`config.mk`:
```
export PLATFORM = sky130hd
export DESIGN_NAME = pll_ctl_reg
export DESIGN_NICKNAME = d
export VERILOG_FILES = /design/src/rtl/pllc_pkg.sv /design/src/rtl/pllc_lock_sync.sv /design/src/rtl/pllc_flag.sv /design/src/rtl/pllc_ctl_fields.sv /design/src/rtl/pll_ctl_reg.sv
export SDC_FILE = /design/constraint.sdc
export NUM_CORES = 1
export LEC_CHECK = 0
export BUFFER_PORTS_ARGS = -buffer_cell sky130_fd_sc_hd__buf_2
export CAP_MARGIN = 20
export CELL_PAD_IN_SITES_DETAIL_PLACEMENT = 0
export CELL_PAD_IN_SITES_GLOBAL_PLACEMENT = 1
export CORE_MARGIN = 2
export CORE_UTILIZATION = 29
export CTS_BUF_LIST = sky130_fd_sc_hd__clkbuf_4 sky130_fd_sc_hd__clkbuf_8 sky130_fd_sc_hd__clkbuf_16
export CTS_CLUSTER_DIAMETER = 200
export CTS_CLUSTER_SIZE = 8
export DETAILED_ROUTE_END_ITERATION = 8
export MAX_ROUTING_LAYER = met4
export PLACE_DENSITY_LB_ADDON = 0.05
export SETUP_SLACK_MARGIN = 0.4
export SYNTH_ARGS = -nofsm -noshare
export SYNTH_HDL_FRONTEND = slang
export SYNTH_SLANG_ARGS = --single-unit
export TNS_END_PERCENT = 20
```
`constraint.sdc`:
```
create_clock -name clk -period 2.6 [get_ports clk]
set_clock_uncertainty 0.1 [all_clocks]
set_input_delay 0.52 -clock clk [delete_from_list [all_inputs] [get_ports clk]]
set_output_delay 0.52 -clock clk [all_outputs]
set_load 0.005 [all_outputs]
```
`src/rtl/pllc_pkg.sv`:
```
package pllc_pkg;
  localparam int REG_W   = 8;
  localparam int PRE_W   = 2;
  localparam int VCO_W   = 2;
  // bit positions decoded by software and the clock logic
  localparam int B_IE    = 7;
  localparam int B_FLAG  = 6;
  localparam int B_ON    = 5;
  localparam int CTL_W   = B_ON + 1;

  typedef struct packed {
    logic             on;
    logic             bcs;
    logic [PRE_W-1:0] presc;
    logic [VCO_W-1:0] vco;
  } ctl_t;

  localparam ctl_t CTL_RST = '{on: 1'b1, bcs: 1'b0, presc: '0, vco: '0};
endpackage

```
`src/rtl/pllc_lock_sync.sv`:
```
module pllc_lock_sync #(
  parameter int STAGES = 2
) (
  input  logic clk,
  input  logic rst_n,
  input  logic lock_async,
  output logic toggle
);
  logic [STAGES-1:0] sync_q;
  logic              prev_q;

  genvar i;
  generate
    for (i = 0; i < STAGES; i++) begin : g_stage
      logic d;
      if (i == 0) begin : g_first
        assign d = lock_async;
      end else begin : g_next
        assign d = sync_q[i-1];
      end
      always_ff @(posedge clk or negedge rst_n) begin
        if (!rst_n) sync_q[i] <= 1'b0;
        else        sync_q[i] <= d;
      end
    end
  endgenerate

  always_ff @(posedge clk or negedge rst_n) begin
    if (!rst_n) prev_q <= 1'b0;
    else        prev_q <= sync_q[STAGES-1];
  end

  assign toggle = sync_q[STAGES-1] ^ prev_q;
endmodule

```
`src/rtl/pllc_flag.sv`:
```
module pllc_flag (
  input  logic clk,
  input  logic rst_n,
  input  logic set_evt,
  input  logic clr_evt,
  output logic flag_q
);
  logic flag_d;

  always_comb begin
    flag_d = flag_q;
    if (clr_evt) flag_d = 1'b0;
    if (set_evt) flag_d = 1'b1;   // a new event outranks the clear
  end

  always_ff @(posedge clk or negedge rst_n) begin
    if (!rst_n) flag_q <= 1'b0;
    else        flag_q <= flag_d;
  end
endmodule

```
`src/rtl/pllc_ctl_fields.sv`:
```
module pllc_ctl_fields
  import pllc_pkg::*;
(
  input  logic             clk,
  input  logic             rst_n,
  input  logic             wr_hit,
  input  logic             auto_bw,
  input  logic [REG_W-1:0] wdata,
  output ctl_t             ctl_q,
  output logic             ie_q
);
  ctl_t ctl_d;
  logic ie_d, ctl_ce, ie_ce;
  logic unused_flag_bit;

  assign unused_flag_bit = wdata[B_FLAG];

  always_comb begin
    ctl_ce = wr_hit;
    ie_ce  = wr_hit & auto_bw;
    ctl_d  = ctl_t'(wdata[CTL_W-1:0]);
    ie_d   = wdata[B_IE];
  end

  always_ff @(posedge clk or negedge rst_n) begin
    if (!rst_n) begin
      ctl_q <= CTL_RST;
      ie_q  <= 1'b0;
    end else begin
      if (ctl_ce) ctl_q <= ctl_d;
      if (ie_ce)  ie_q  <= ie_d;
    end
  end
endmodule

```
`src/rtl/pll_ctl_reg.sv`:
```
module pll_ctl_reg
  import pllc_pkg::*;
#(
  parameter int                ADDR_W      = 8,
  parameter logic [ADDR_W-1:0] REG_ADDR    = 8'h36,
  parameter int                SYNC_STAGES = 2
) (
  input  logic              clk,
  input  logic              rst_n,
  input  logic [ADDR_W-1:0] bus_addr,
  input  logic              bus_rd,
  input  logic              bus_wr,
  input  logic [REG_W-1:0]  bus_wdata,
  output logic [REG_W-1:0]  bus_rdata,
  input  logic              lock_in,
  input  logic              auto_bw,
  output logic              irq,
  output logic              pll_on,
  output logic              base_sel,
  output logic [PRE_W-1:0]  presc,
  output logic [VCO_W-1:0]  vco_rng
);
  logic sel, rd_hit, wr_hit;
  logic lock_tog, flag_q, en_q;
  ctl_t ctl_q;

  assign sel    = (bus_addr == REG_ADDR);
  assign rd_hit = sel & bus_rd;
  assign wr_hit = sel & bus_wr;

  pllc_lock_sync #(.STAGES(SYNC_STAGES)) u_sync (
    .clk(clk), .rst_n(rst_n), .lock_async(lock_in), .toggle(lock_tog)
  );

  pllc_flag u_flag (
    .clk(clk), .rst_n(rst_n), .set_evt(lock_tog), .clr_evt(rd_hit), .flag_q(flag_q)
  );

  pllc_ctl_fields u_fields (
    .clk(clk), .rst_n(rst_n), .wr_hit(wr_hit), .auto_bw(auto_bw),
    .wdata(bus_wdata), .ctl_q(ctl_q), .ie_q(en_q)
  );

  always_comb begin
    bus_rdata = '0;
    if (rd_hit) begin
      bus_rdata[B_IE]      = en_q & auto_bw;
      bus_rdata[B_FLAG]    = flag_q & auto_bw;
      bus_rdata[CTL_W-1:0] = ctl_q;
    end
  end

  assign irq      = flag_q & en_q & auto_bw;
  assign pll_on   = ctl_q.on;
  assign base_sel = ctl_q.bcs;
  assign presc    = ctl_q.presc;
  assign vco_rng  = ctl_q.vco;
endmodule

```
==> results.sh, run 1 <==
export IMPL_portBuffers=35
export IMPL_ys_types=13
export IMPL_yosys_warnings=0
export IMPL_h_tree_depth=1
export IMPL_core_rowCount=15
export IMPL_synth_top_area_share_pct=50.00
export IMPL_min_period_over_period_pct=84.25
export IMPL_finalWirelength_um=1076
export IMPL_syn_inst=36
export IMPL_min_period_ps=2191
export IMPL_die_height_um=45.54
export IMPL_gp_congestion=0.6091
export IMPL_start_kind="input port"
export IMPL_peakVddDrop_uv=248.0
export IMPL_vias=426
export IMPL_finalPower_uw=339.5
export IMPL_initial_core_util_pct=29.96
export IMPL_cts_buffers=3
export IMPL_worstPathArrival_ps=1570
export IMPL_grt_overflow=0
export IMPL_rsz0062_at_grt="yes"
export IMPL_dr_pass1_iters=3
export IMPL_place_ws_ps=301.1
export IMPL_dieArea_mm2=0.002074
export IMPL_ant_nets=0
export IMPL_dp_cells=87
export IMPL_synth_fp_nets=58
export IMPL_drive_gt1_share_pct=69.74
export IMPL_hpwl_um=821.2
export IMPL_hold_path_class="input port to asynchronous set/reset pin"
export IMPL_synth_seq_area_share_pct=55.25
export IMPL_tightest_slew_ps=355.4
export IMPL_core_mm2=0.001670
export IMPL_cts_buffer_depth=2
export IMPL_antenna_found_initial=0
export IMPL_ctsRootBufferMaster="clkbuf_4"
export IMPL_clkLatencyLatePin_ps=250
export IMPL_synth_area_top_cells="dfrtp_1 (50%), mux2_2 (16%), and2_1 (7.5%)"
export IMPL_io_pins=37
export IMPL_tritoncts="built"
export IMPL_num_antenna_cells=0
export IMPL_grt_pass1_wl_um=1511
export IMPL_finalMaxSlewViolations=0
export IMPL_relSlewSlack_pct=76.20
export IMPL_fmax_ghz=0.4565
export IMPL_syn_avg_cell_area_um2=13.90
export IMPL_timing_final_ws_setup_ps=409.4
export IMPL_vias_per_cell=4.581
export IMPL_drt_drc_violations_left=0
export IMPL_finalSetupViolCount=0
export IMPL_syn_to_final_growth_pct=52.50
export IMPL_yosys_area_top_type="dfrtp_1"
export IMPL_status="finished, final reports clean"
export IMPL_worstPathRequired_ps=1980
export IMPL_grt_pass1_vias=380
export IMPL_layoutNonFillerInstCount=93
export IMPL_clkSinkCount=11
export IMPL_cp_max_fo=5
export IMPL_grtUsageTotal_pct=10.27
export IMPL_p_leak_uw=0.0004386
export IMPL_layout_nets=99
export IMPL_cellPowerDensity_mw_per_mm2=444.8
export IMPL_ys_seq_elements=11
export IMPL_clk_pin_slew_ps=70
export IMPL_tns_ps=0
export IMPL_wl_per_cell_um=11.57
export IMPL_drt_initial_drc_count=6
export IMPL_maxCapViolCount=0
export IMPL_path_class="input port to output pin"
export IMPL_die_w_um=45.54
export IMPL_grt_max_degree=12
export IMPL_end_kind="output pin"
export IMPL_hold_buffers=0
export IMPL_mappedNetlistArea_um2=500.5
export IMPL_finalHoldViolCount=0
export IMPL_fill_cells=160
## timing repair
action                                  CTS  global route
cloned                                    0             1
gates resized for setup                   2             5
setup buffers                             0             1
endpoints found under the setup margin    8             8
pin swaps                                 0             3
## registers in the layout, summed over array words and instances, names as in the netlist
| register | flops |
|---|---|
| u_fields.ctl_q | 6 |
| u_fields.ie_q | 1 |
| u_sync.prev_q | 1 |
| u_flag.flag_q | 1 |
| u_sync.g_stage.d | 1 |
| u_sync.sync_q | 1 |
## layout by cell type (no fill, tap or decap), types with 2 or more instances in the layout
cell type,synthesis,final
buf_2,0,32
dfrtp_1,10,10
mux2_2,7,7
and2_1,6,6
clkbuf_4,0,4
buf_6,0,3
and3_4,0,2
and3_1,4,2
## power breakdown
group	leakage [uW]	internal (uW)	total [uW]	switching, uW
Clock	0.0000184	69.6	120	50.3
Sequential	0.000137	179	183	4.01
Combinational	0.000283	22.5	36.7	14.1
## layout make-up
type,instances,area [um2],area share (%)
Timing Repair Buffer,36,201.4,26.39
Tap cell,17,21.27,2.787
Sequential cell,11,276.5,36.23
Inverter,1,3.754,0.4918
Clock buffer,4,30.03,3.934
Multi-Input combinational cell,24,230.2,30.16
## layer usage
| metal | global-route usage [%] | up-vias | share of wire (%) |
|---|---|---|---|
| met5 | - | - | 0 |
| met1 | 12.72 | 192 | 43 |
| met3 | 3.175 | 0 | 9.0 |
| met4 | 1.765 | 0 | 0 |
| li1 | - | 212 | - |
| met2 | 16.62 | 22 | 48 |
## worst max-delay path: stages
cell,delay [ps]
buf_6,100
nor4b_4,390
and3_4,290
and3_4,180
buf_6,90
## stage by stage
| step | cell area [um2] | hold WS, ps | util, % |
|---|---|---|---|
| 3_3_place_gp | 689.4 | 241.6 | 41.27 |
| 3_5_place_dp | 689.4 | 241.8 | 41.27 |
| 2_1_floorplan | 500.5 | 124.4 | - |
| 4_1_cts | 724.4 | 19.90 | 43.37 |
| 6_report | 763.2 | 14.92 | 45.69 |
| 5_1_grt | 763.2 | 22.23 | 45.69 |
## cell usage after synthesis
cell	n
nand4_1	1
inv_1	1
o21ai_0	1
and2_1	6
and3_1	4
xnor2_1	1
buf_4	1
dfrtp_1	10
nand3_4	1
and4b_1	1
nor4b_4	1
dfstp_2	1
mux2_2	7
## path summary, 6_finish.rpt
path	startpoint	end	slack [ps]	depth (start not counted)
setup / recovery	bus_addr[3]	bus_rdata[6]	410	5
hold / removal	rst_n	u_fields.ctl_q[3]	10	1
setup reg to reg	u_fields.ctl_q[0]	u_fields.ctl_q[0]	1730	1
hold reg to reg	u_sync.g_stage[1].d	u_sync.sync_q[1]	250	0
max in group asynchronous	rst_n	u_fields.ctl_q[5]	2130	1
min in group clk	u_sync.g_stage[1].d	u_sync.sync_q[1]	250	0
## cell families (layout without fill, tap and decap cells)
kind of cell	Yosys count	in the layout	synth area share (%)
compound gates	1	1	0.9990
buf+inv	2	41	2.250
flops	11	11	55.25
simple gates	14	15	24.00
mux	7	7	15.75
xor+xnor	1	1	1.750
Note: power is estimated with default switching activity, not from simulation.
==> inputs of run 2 (changes only) <==
- CORE_UTILIZATION: 29 -> 27
- clock period: 2.6 -> 2.3 ns (I/O delays scaled with it)
==> run 2 against run 1 <==
Global-route usage grew 0.42 points. Design area rose by 4.8%. Setup slack got worse by 70 ps. Clock power rose by 9%. First-iteration DRC count shrank 83%. Highest routed layer is now met4. Sequential cell count is the same. Sequential share of layout area decreased by 1.6 points. Register-to-register slack worse by 300 ps. Combinational power grew 19%. Power rose by 12%. Utilization rose by 0.61 points.
==> results.sh, run 2 (synthesized netlist as in run 1, its figures left out) <==
export IMPL_status="finished, final reports clean"
export IMPL_core_mm2=0.001727
export IMPL_portBuffers=35
export IMPL_grt_pass1_wl_um=1524
export IMPL_min_period_over_period_pct=85.26
export IMPL_drive_gt1_share_pct=70.51
export IMPL_grtUsageTotal_pct=10.69
export IMPL_dp_cells=97
export IMPL_seq_power_share_pct=54.2
export IMPL_wl_per_cell_um=11.21
export IMPL_timing_final_ws_setup_ps=339.0
export IMPL_vias=442
export IMPL_tns_ps=0
export IMPL_cp_max_fo=5
export IMPL_die_w_um=47.06
export IMPL_largest_reg_flops=6
export IMPL_grt_pass1_vias=353
export IMPL_clk_pin_slew_ps=70
export IMPL_cellPowerDensity_mw_per_mm2=476.8
export IMPL_io_pins=37
export IMPL_post_cts_buffers=0
export IMPL_hold_path_class="input port to flip-flop"
export IMPL_cts_buffer_depth=2
export IMPL_h_tree_depth=1
export IMPL_tightest_slew_ps=256.6
export IMPL_core_rowCount=15
export IMPL_num_antenna_cells=0
export IMPL_hpwl_um=844
export IMPL_internal_power_uw=293.6
export IMPL_start_kind="input port"
export IMPL_drt_initial_drc_count=1
export IMPL_layout_nets=101
export IMPL_finalMaxSlewViolations=0
export IMPL_layoutNonFillerInstCount=103
export IMPL_netSwitchingPower_uw=87.66
export IMPL_final_common_cell="buf_2"
export IMPL_ctsRootBufferMaster="clkbuf_4"
export IMPL_top_register="u_fields.ctl_q"
export IMPL_ant_nets=0
export IMPL_place_ws_ps=204.1
export IMPL_antenna_found_initial=0
export IMPL_worstPathArrival_ps=1400
export IMPL_p_leak_uw=0.0004460
export IMPL_tritoncts="built"
export IMPL_peakVddDrop_uv=377.2
export IMPL_gp_congestion=0.5976
export IMPL_finalWirelength_um=1155
export IMPL_drt_drc_violations_left=0
export IMPL_clkLatencyLatePin_ps=270
export IMPL_worstPathRequired_ps=1740
export IMPL_clkSinkCount=11
export IMPL_p_sw_share_pct=22.99
export IMPL_vias_per_cell=4.291
export IMPL_maxCapViolCount=0
export IMPL_fmax_ghz=0.5099
export IMPL_power_frac_comb_pct=11.5
export IMPL_path_class="input port to output pin"
export IMPL_dieArea_mm2=0.002214
export IMPL_die_height_um=47.06
export IMPL_min_period_ps=1961
export IMPL_finalSetupViolCount=0
export IMPL_mostFrequentLayoutCells="buf_2 (31), dfrtp_1 (10), mux2_2 (7), and2_1 (6), buf_6 (4)"
export IMPL_rsz0062_at_grt="yes"
export IMPL_fill_cells=176
export IMPL_finalPower_uw=381.2
export IMPL_relSlewSlack_pct=82.82
export IMPL_initial_core_util_pct=28.99
export IMPL_grt_max_degree=12
export IMPL_syn_to_final_growth_pct=59.75
export IMPL_grt_overflow=0
export IMPL_end_kind="output pin"
export IMPL_cts_buffers=3
export IMPL_finalHoldViolCount=0
export IMPL_clock_power_share_pct=34.3
export IMPL_dr_pass1_iters=4
==> run 2: routing by layer <==
layer | vias to the layer above | global-route usage, % | part of all wire [%]
li1 | 213 | - | -
met1 | 205 | 12.86 | 47
met2 | 22 | 15.07 | 44
met3 | 2 | 6.154 | 8.5
met4 | 0 | 3.333 | 0.87
met5 | - | - | 0
==> run 2: final cells by class <==
cell class | instances | area, um2 | share of cell area (%)
clock buffers | 3 | 22.52 | 2.817
clock inverters | 1 | 5.005 | 0.6260
inverters | 1 | 3.754 | 0.4695
multi-input cells | 24 | 235.2 | 29.42
flip-flops and latches | 11 | 276.5 | 34.59
well taps | 25 | 31.28 | 3.912
repair buffers | 38 | 225.2 | 28.17
==> run 2: critical path, cell delays in order <==
cell and delay (ps):
buf_6 90, nor4b_4 310, and3_4 270, and3_4 180, buf_6 80
==> run 2: per-stage QoR <==
step / hold slack [ps] / instance area (um2) / util, %
after CTS: 184.4 / 757.0 / 43.84
after global routing: 180.9 / 799.5 / 46.30
after floorplan: 64.41 / 500.5 / -
after detailed placement: 237.2 / 714.4 / 41.38
final: 192.6 / 799.5 / 46.30
after global placement: 234.2 / 714.4 / 41.38
==> run 2: worst paths after layout <==
| kind | from | end | slack, ps | cells after the start |
|---|---|---|---|---|
| setup / recovery | bus_addr[3] | bus_rdata[6] | 340 | 5 |
| hold / removal | lock_in | u_sync.g_stage[1].d | 190 | 1 |
| setup reg to reg | u_fields.ie_q | u_fields.ie_q | 1430 | 1 |
| hold reg to reg | u_sync.g_stage[1].d | u_sync.sync_q[1] | 250 | 0 |
| max in group asynchronous | rst_n | u_fields.ctl_q[5] | 1350 | 2 |
| min in group asynchronous | rst_n | u_fields.ctl_q[0] | 490 | 2 |
==> run 2: power groups by stage <==
| stage | Sequential, uW | Clock (uW) | Combinational (uW) |
|---|---|---|---|
| final | 207 | 131 | 43.7 |
| after global placement | 210 | 0 | 39.7 |
| after global routing | 208 | 147 | 48.5 |
| after floorplan | 210 | 0 | 9.98 |
| after detailed placement | 210 | 0 | 39.8 |
| after CTS | 207 | 138 | 41.4 |
==> run 2: what timing repair did <==
item / 4_1_cts / 5_1_grt
cloned: 0 / 1
hold buffers: 1 / 0
endpoints found under the hold margin: 10 / 0
resized for setup: 2 / 6
setup endpoints to repair: 8 / 8
pin swaps: 0 / 4
==> inputs of run 3 (changes only) <==
- CORE_MARGIN: 2 -> unset
==> run 3 against run 2 <==
Wire length fell by 7.7%. Maximum frequency fell by 0.47%. Register-to-register slack about the same. Combinational power is 2% lower. Critical path depth unchanged. Clock-buffer cell count increased by 1. First-iteration DRC count up 100%. Setup slack lost 9.3 ps. Utilization is 0.51 points lower. Sequential cell count unchanged. Critical endpoint unchanged. Largest cell class unchanged. Largest power group unchanged.
==> results.sh, run 3 (synthesized netlist as in run 1, its figures left out) <==
export IMPL_vias_per_cell=4.262
export IMPL_grt_max_degree=12
export IMPL_grtUsageTotal_pct=12.50
export IMPL_maxCapViolCount=0
export IMPL_clkSinkCount=11
export IMPL_clk_pin_slew_ps=60
export IMPL_min_from="lock_in"
export IMPL_place_ws_ps=192.0
export IMPL_cts_buffers=3
export IMPL_hold_path_end="u_sync.g_stage[1].d"
export IMPL_ant_nets=0
export IMPL_mostFrequentLayoutCells="buf_2 (32), dfrtp_1 (10), mux2_2 (7), and2_1 (6), clkbuf_4 (4)"
export IMPL_ctsRootBufferMaster="clkbuf_4"
export IMPL_rsz0062_at_grt="yes"
export IMPL_initial_core_util_pct=28.99
export IMPL_grt_pass1_vias=375
export IMPL_vias=439
export IMPL_core_rowCount=15
export IMPL_cellPowerDensity_mw_per_mm2=488.2
export IMPL_h_tree_depth=1
export IMPL_end_kind="output pin"
export IMPL_grt_pass1_wl_um=1587
export IMPL_fin_util_pct=45.80
export IMPL_finalHoldViolCount=0
export IMPL_syn_to_final_growth_pct=58.00
export IMPL_io_pins=37
export IMPL_min_period_ps=1970
export IMPL_cts_buffer_depth=2
export IMPL_portBuffers=35
export IMPL_worstPathArrival_ps=1410
export IMPL_regToRegSetupSlack_ps=1430
export IMPL_die_height_um=45.06
export IMPL_drt_drc_violations_left=0
export IMPL_dieArea_mm2=0.002030
export IMPL_cp_max_fo=5
export IMPL_tightest_slew_ps=271.0
export IMPL_finalSetupViolCount=0
export IMPL_finalWirelength_um=1066
export IMPL_die_w_um=45.06
export IMPL_status="finished, final reports clean"
export IMPL_hold_path_depth=1
export IMPL_worstReg2RegEnd="u_fields.ctl_q[2]"
export IMPL_min_period_over_period_pct=85.66
export IMPL_start_kind="input port"
export IMPL_timing_final_ws_setup_ps=329.7
export IMPL_final_area_um2=790.8
export IMPL_holdWs_ps=207.6
export IMPL_drt_initial_drc_count=2
export IMPL_fill_cells=179
export IMPL_drive_gt1_share_pct=69.23
export IMPL_tns_ps=0
export IMPL_antenna_found_initial=0
export IMPL_path_class="input port to output pin"
export IMPL_dr_pass1_iters=2
export IMPL_final_common_cell="buf_2"
export IMPL_core_mm2=0.001727
export IMPL_wl_per_cell_um=10.35
export IMPL_tritoncts="built"
export IMPL_placed_area_um2=714.4
export IMPL_worstPathRequired_ps=1740
export IMPL_worst_r2r_cell_count=1
export IMPL_p_leak_uw=0.0004482
export IMPL_finalMaxSlewViolations=0
export IMPL_gp_congestion=0.6593
export IMPL_hpwl_um=761.2
export IMPL_timing_rr_start="u_fields.ctl_q[2]"
export IMPL_peakVddDrop_uv=401.3
export IMPL_grt_overflow=0
export IMPL_top_register="u_fields.ctl_q"
export IMPL_num_antenna_cells=0
export IMPL_layout_nets=101
export IMPL_fmax_ghz=0.5075
export IMPL_clkLatencyLatePin_ps=250
export IMPL_largest_reg_flops=6
export IMPL_hold_path_class="input port to flip-flop"
export IMPL_relSlewSlack_pct=81.86
## run 3: cell count changes in the layout (fill, tap and decap cells not counted), sizes merged
| cell | before | now |
|---|---|---|
| clkbuf | 3 | 4 |
| clkinv | 1 | 0 |
## run 3: worst max-delay path by stage
stage | start | end | cells after the start
CTS | bus_addr[3] | bus_rdata[6] | 5
floorplan | bus_addr[7] | bus_rdata[6] | 4
global placement | bus_addr[7] | bus_rdata[7] | 5
global route | bus_addr[3] | bus_rdata[3] | 5
detailed placement | bus_addr[7] | bus_rdata[6] | 5
finish | bus_addr[3] | bus_rdata[6] | 5
## run 3: area by class of cell
type	instances	area, um2	share of cell area, %
Timing Repair Buffer	38	219.0	27.69
Inverter	1	3.754	0.4747
Clock buffer	4	30.03	3.797
Tap cell	25	31.28	3.956
Sequential cell	11	276.5	34.97
Multi-Input combinational cell	24	230.2	29.11
## run 3: repair_timing
action / CTS / global route
hold buffers: 1 / 0
endpoints found under the hold margin: 10 / 0
setup buffers: 0 / 0
resized for setup: 6 / 0
gates cloned: 1 / 0
pin swaps: 3 / 1
setup endpoints to repair: 8 / 8
## run 3: critical path, stage by stage
cell	delay (ps)
buf_6	100
nor4b_4	320
and3_4	260
and3_4	180
buf_6	80
## run 3: stage by stage
step / total power (uW) / cells
global placement: 249.4 / 97
floorplan: 220.4 / 36
CTS: 394.7 / 103
finish: 386.0 / 103
global route: 411.0 / 103
detailed placement: 249.7 / 97
## run 3: power by group
| part | internal, uW | switching, uW | leakage [uW] |
|---|---|---|---|
| clock | 78.7 | 57.7 | 0.0000184 |
| sequential | 202 | 4.37 | 0.000137 |
| combinational | 27.1 | 15.8 | 0.000293 |
| total | 308 | 77.9 | 0.000448 |
## run 3: metal layers
layer | global-route usage [%] | vias up | part of all wire, %
met3 | 7.200 | 2 | 5.6
met2 | 18.55 | 17 | 47
met5 | - | - | 0
li1 | - | 217 | -
met4 | 5.455 | 0 | 1.1
met1 | 13.52 | 203 | 47
